<file path="config.mk">
export PLATFORM = sky130hd
export DESIGN_NAME = idu_dispatch
export DESIGN_NICKNAME = d
export VERILOG_FILES = /design/src/rtl/idu_pkg.sv /design/src/rtl/idu_prio_sel.sv /design/src/rtl/idu_vec_gen.sv /design/src/rtl/idu_dispatch.sv
export SDC_FILE = /design/constraint.sdc
export NUM_CORES = 1
export LEC_CHECK = 0
export ABC_AREA = 0
export ABC_CLOCK_PERIOD_IN_PS = 2100
export BUFFER_PORTS_ARGS = -buffer_cell sky130_fd_sc_hd__buf_2
export CAP_MARGIN = 20
export CORE_UTILIZATION = 44
export CTS_CLUSTER_DIAMETER = 40
export DETAILED_ROUTE_END_ITERATION = 7
export GPL_TIMING_DRIVEN = 0
export PLACE_DENSITY = 0.84
export SYNTH_ARGS = -nofsm -noshare
export SYNTH_HDL_FRONTEND = slang
export SYNTH_SLANG_ARGS = --single-unit
</file>
<file path="constraint.sdc">
create_clock -name clk -period 2.1 [get_ports clk]
set_clock_uncertainty 0.1 [all_clocks]
set_input_delay 0.105 -clock clk [delete_from_list [all_inputs] [get_ports clk]]
set_output_delay 0.105 -clock clk [all_outputs]
set_load 0.01 [all_outputs]
</file>
<file path="src/rtl/idu_pkg.sv">
package idu_pkg;
    localparam int IDU_NUM_SRC    = 5;
    localparam int IDU_DATA_W     = 8;
    localparam int IDU_ADDR_W     = 16;
    localparam int IDU_VEC_STRIDE = 8;
    localparam logic [15:0] IDU_FLAG_ADDR = 16'hFF0F;
    localparam logic [15:0] IDU_MASK_ADDR = 16'hFFFF;
    localparam logic [15:0] IDU_VEC_BASE  = 16'h0040;
endpackage

</file>
<file path="src/rtl/idu_prio_sel.sv">
module idu_prio_sel #(
    parameter int N     = 5,
    parameter int IDX_W = 3
) (
    input  logic [N-1:0]     req_i,
    output logic [N-1:0]     grant_o,
    output logic [IDX_W-1:0] idx_o,
    output logic             any_o
);
    // seen[k] is high when any request below index k is present
    logic [N:0] seen;
    assign seen[0] = 1'b0;

    for (genvar g = 0; g < N; g++) begin : g_chain
        assign grant_o[g]  = req_i[g] & ~seen[g];
        assign seen[g + 1] = seen[g] | req_i[g];
    end

    assign any_o = seen[N];

    always_comb begin
        idx_o = '0;
        for (int i = N - 1; i >= 0; i--) begin
            if (grant_o[i]) idx_o = IDX_W'(i);
        end
    end
endmodule

</file>
<file path="src/rtl/idu_vec_gen.sv">
module idu_vec_gen #(
    parameter int                IDX_W      = 3,
    parameter int                ADDR_W     = 16,
    parameter logic [ADDR_W-1:0] VEC_BASE   = 16'h0040,
    parameter int                VEC_STRIDE = 8
) (
    input  logic [IDX_W-1:0]  idx_i,
    output logic [ADDR_W-1:0] vec_o
);
    localparam logic [ADDR_W-1:0] STRIDE = ADDR_W'(VEC_STRIDE);

    always_comb begin
        vec_o = VEC_BASE + (ADDR_W'(idx_i) * STRIDE);
    end
endmodule

</file>
<file path="src/rtl/idu_dispatch.sv">
module idu_dispatch
    import idu_pkg::*;
#(
    parameter int                NUM_SRC    = IDU_NUM_SRC,
    parameter int                DATA_W     = IDU_DATA_W,
    parameter int                ADDR_W     = IDU_ADDR_W,
    parameter logic [ADDR_W-1:0] FLAG_ADDR  = IDU_FLAG_ADDR,
    parameter logic [ADDR_W-1:0] MASK_ADDR  = IDU_MASK_ADDR,
    parameter logic [ADDR_W-1:0] VEC_BASE   = IDU_VEC_BASE,
    parameter int                VEC_STRIDE = IDU_VEC_STRIDE
) (
    input  logic               clk,
    input  logic               rst_n,
    input  logic [NUM_SRC-1:0] src_pulse_i,
    input  logic               bus_wr_i,
    input  logic [ADDR_W-1:0]  bus_addr_i,
    input  logic [DATA_W-1:0]  bus_wdata_i,
    output logic [DATA_W-1:0]  bus_rdata_o,
    input  logic               boundary_i,
    input  logic               cmd_ei_i,
    input  logic               cmd_di_i,
    input  logic               cmd_reti_i,
    input  logic               push_done_i,
    output logic               take_o,
    output logic [ADDR_W-1:0]  take_vec_o,
    output logic               ime_o,
    output logic               busy_o
);
    localparam int IDX_W = (NUM_SRC > 1) ? $clog2(NUM_SRC) : 1;
    localparam logic [ADDR_W-1:0] VEC_LAST = VEC_BASE + ADDR_W'(VEC_STRIDE * (NUM_SRC - 1));

    typedef struct packed {
        logic [NUM_SRC-1:0] flags;
        logic [DATA_W-1:0]  mask;
        logic               ime;
        logic               busy;
        logic               take;
        logic [ADDR_W-1:0]  vec;
    } state_t;

    state_t st_q, st_d;

    logic [NUM_SRC-1:0] pending, grant;
    logic [IDX_W-1:0]   grant_idx;
    logic               any_pend;
    logic [ADDR_W-1:0]  vec_calc;
    logic               wr_flag, wr_mask, fire;
    logic [NUM_SRC-1:0] flags_base;

    assign pending = st_q.flags & st_q.mask[NUM_SRC-1:0];

    idu_prio_sel #(.N(NUM_SRC), .IDX_W(IDX_W)) u_sel (
        .req_i   (pending),
        .grant_o (grant),
        .idx_o   (grant_idx),
        .any_o   (any_pend)
    );

    idu_vec_gen #(
        .IDX_W(IDX_W), .ADDR_W(ADDR_W), .VEC_BASE(VEC_BASE), .VEC_STRIDE(VEC_STRIDE)
    ) u_vec (
        .idx_i (grant_idx),
        .vec_o (vec_calc)
    );

    always_comb begin
        st_d       = st_q;
        st_d.take  = 1'b0;
        wr_flag    = bus_wr_i && (bus_addr_i == FLAG_ADDR);
        wr_mask    = bus_wr_i && (bus_addr_i == MASK_ADDR);
        fire       = boundary_i && st_q.ime && !st_q.busy && any_pend;

        if (wr_mask) st_d.mask = bus_wdata_i;

        flags_base = wr_flag ? bus_wdata_i[NUM_SRC-1:0] : st_q.flags;
        if (fire) flags_base = flags_base & ~grant;
        // a fresh source event overrides both write and acknowledge
        st_d.flags = flags_base | src_pulse_i;

        if (cmd_ei_i || cmd_reti_i) st_d.ime = 1'b1;
        if (cmd_di_i)               st_d.ime = 1'b0;

        if (push_done_i) st_d.busy = 1'b0;

        if (fire) begin
            st_d.ime  = 1'b0;
            st_d.busy = 1'b1;
            st_d.take = 1'b1;
            st_d.vec  = vec_calc;
        end
    end

    always_ff @(posedge clk or negedge rst_n) begin
        if (!rst_n) st_q <= '0;
        else        st_q <= st_d;
    end

    always_comb begin
        bus_rdata_o = '0;
        if (bus_addr_i == FLAG_ADDR) begin
            bus_rdata_o                = '1;
            bus_rdata_o[NUM_SRC-1:0]   = st_q.flags;
        end else if (bus_addr_i == MASK_ADDR) begin
            bus_rdata_o = st_q.mask;
        end
    end

    assign take_o     = st_q.take;
    assign take_vec_o = st_q.vec;
    assign ime_o      = st_q.ime;
    assign busy_o     = st_q.busy;

    // ---------------- assertions ----------------
    a_r4_take_single: assert property (@(posedge clk) disable iff (!rst_n)
        take_o |=> !take_o);

    a_r4_take_needs_ime: assert property (@(posedge clk) disable iff (!rst_n)
        $rose(take_o) |-> $past(ime_o) && !$past(busy_o));

    a_r6_take_drops_ime: assert property (@(posedge clk) disable iff (!rst_n)
        take_o |-> !ime_o && busy_o);

    a_r8_hold_while_busy: assert property (@(posedge clk) disable iff (!rst_n)
        busy_o |=> !take_o);

    a_r3_pulse_sets: assert property (@(posedge clk) disable iff (!rst_n)
        (|src_pulse_i) |=> ((st_q.flags & $past(src_pulse_i)) == $past(src_pulse_i)));

    a_r5_vec_range: assert property (@(posedge clk) disable iff (!rst_n)
        take_o |-> (take_vec_o >= VEC_BASE) && (take_vec_o <= VEC_LAST));
endmodule

</file>
==> impl_metrics.toml <==
[floorplan]
ios = 64
start_util_pct = 47.3
rows = 18
fp.dieArea_um2 = 2900
die_y_um = 53.8
die_w_um = 53.8
coreArea_um2 = 2500

[clock_tree]
htree_levels = 1
postCtsSetupBuffers = 0
cts_tree = "built"
cts_made_buffers = 3
clock_latency_ns = 0.31
cts_resized = 0
cts_sinks = 20
cts-root-buf = "clkbuf_4"
ctsLongestPathBuffers = 2
cts.clk_slew.worst_paths_ns = 0.11

[setup_path]
arrival_ns = 1.59
critPathLaunchType = "primary input"
crit_buf_inv = 2
critPathTopFamily = "simple AND/OR/NAND/NOR gates"
timing.rr.start = "st_q[19]$_DFFE_PN0P_"
cp_common_cell = "buf_2"
startpoint = "bus_addr_i[4]"
cp.depth = 5
slowest_delay_ns = 0.60
cp_cell_sequence = "buf_2, nor4_1, nor3b_2, a22o_1, buf_2"
endpoint_kind = "primary output"
crit_type = "in2out"
regToRegSetupSlack_ns = 0.31
cp.required_ns = 1.89
cp_max_fo = 8
critPathSlowestCell = "nor3b_2"
worstReg2RegEnd = "st_q[31]$_DFF_PN0_"
reg2regPathDepth = 4

[global_routing]
overflow = 0
grtUsageTotal_pct = 21.5
antenna_found_initial = 0
grt_first_pass_wirelength_um = 4420
grt_start_max_net_pins = 21
grt_pass1_vias = 1079

[timing]
grt_setup_unrepaired = "false"
slew_headroom_pct = 59.4
maxSlewViolCount = 0
tightest_slew_ns = 0.606
fin_crit_sh_pct = 85.7
finalCriticalPeriod_ns = 1.80
holdWs_ns = -0.0114
timing.final.ws_setup_ns = 0.301
fin_setup_tns_ns = 0
hold_violations = 1
fmax_ghz = 0.556
setup_violations = 0

[power]
power_frac_seq_pct = 53.6
switching_power_w = 0.000168
peakVddDrop_mv = 0.292
p_comb_share_pct = 15.3
p_per_area_nw_per_um2 = 423
p_clk_share_pct = 31.2
p_sw_share_pct = 23.2
total_leakage_power_nw = 0.937
p_int_w = 0.000557
power_w = 0.000725

[place]
hpwl_um = 2120
gp_congestion = 0.868
place_inst = 202
dp_slack_ns = 0.316
port_buffers = 51

[finish]
seqCellArea_um2 = 500
area_growth_pct = 44.9
multi_input_comb_area_um2 = 581
final_cells = 222
fill_cells = 204
antennaDiodeCount = 0
final_nets = 230
drive_gt1_share_pct = 44.3

[min_path]
worstHoldPathCells = 3
hold_start = "cmd_ei_i"
whs_endpoint = "ime_o$_DFFE_PN0P_"
hold_class = "in2reg"

[yosys]
syn_avg_cell_area_um2 = 10.7
ys_ff_latch = 20
yosys.area.top_type = "dfrtp_1"
seq_area_frac_synth_pct = 42.3
yosys-top-cells-area = "dfrtp_1 42%, buf_4 10%, mux2_4 10%"
async_reset_ff_share_pct = 100
synthTopCellsByCount = "20 x dfrtp_1, 16 x buf_4, 11 x nand2_1"
yosysWarnings = 0
synth_ff_type = "dfrtp_1"
synth_top_cell_area_share_pct = 42.3
synth_edf_count = 0
synth.distinct_cells = 32
netlist_area_um2 = 1180
yosysMostFrequentCell = "dfrtp_1"
synthCells = 110

[run]
cap_violations = 0

[route]
vias = 1136
avgRoutedWirePerCell_um = 13.4
drc = 0
post_drt_via_cell_ratio = 5.12
drt_iter0_markers = 28
dr.pass1.iters = 4
ant_nets = 0
wirelength_um = 2980

[outcome]
failed_checks = "negative hold slack"
status = "complete, but fails checks"
-- cells by family (layout without fill, tap and decap cells) --
group                  Yosys count  in the layout  synth area share, %
flip-flops                      20             20                 42.3
AO/OA/AOI/OAI                   21             21                 13.8
multiplexers                     8              8                 10.2
buffers and inverters           20             91                 12.1
AND/OR/NAND/NOR                 40             40                 21.4
other                            1             12                0.317
-- area by class of cell --
cell class                      count  area share, %
Buffer                             17           7.67
Clock buffer                        4           2.12
Inverter                            3          0.657
Multi-Input combinational cell     81           33.9
Sequential cell                    20           29.2
Tap cell                           30           2.19
Timing Repair Buffer               67           24.3
-- metal layers --
metal	GRT usage, %	vias to the layer above	wire length (um)
li1	-	547	-
met1	25.3	524	1290
met2	39.1	55	1450
met3	2.82	10	173
met4	7.89	0	63
met5	0	-	0
-- worst max-delay path by stage --
stage	endpoint	slack, ns
final	bus_rdata_o[4]	0.30
after global routing	bus_rdata_o[0]	0.22
after CTS	bus_rdata_o[1]	0.31
after detailed placement	bus_rdata_o[1]	0.32
after global placement	bus_rdata_o[2]	0.34
after floorplan	st_q[31]$_DFF_PN0_	0.52
-- repair_timing --
item,4_1_cts,5_1_grt
hold buffers,16,0
endpoints found under the setup margin,0,0
endpoints found under the hold margin,35,0
-- power groups by stage --
stage	logic [W]	registers, W	clock network, W
after floorplan	0.0000366	0.000396	0
after global placement	0.0000830	0.000395	0
after detailed placement	0.0000857	0.000396	0
after CTS	0.000108	0.000388	0.000222
after global routing	0.000122	0.000389	0.000240
final	0.000111	0.000388	0.000226
-- state kept, by name, summed over array words and instances, names as in the netlist --
name,flops
take_o,1
busy_o,1
ime_o,1
take_vec_o,4
st_q,13
-- metrics by stage --
stage                     hold WS [ns]  utilization [%]  instance area, um^2
after floorplan                 -0.291                -                 1220
after global placement         -0.0327             60.7                 1520
after detailed placement       -0.0277             60.7                 1520
after CTS                      0.00245             68.5                 1710
after global routing            0.0214             68.5                 1710
final                          -0.0114             68.5                 1710
-- cell usage in the layout, fill, tap and decap left out, types with 5 or more instances in the layout --
master	netlist	final
mux2_4	8	8
conb_1	1	12
buf_4	16	16
and4_1	6	6
dfrtp_1	20	20
buf_2	0	51
dlygate4sd3_1	0	16
nand2_1	11	11
nand4_1	5	5
a22o_1	5	5
-- worst min-delay path: cells and delay by family --
kind,cells,cell delay (ns)
simple gates,2,0.16
buf+inv,1,0.08
No activity file was read; power rests on OpenSTA's default activity.
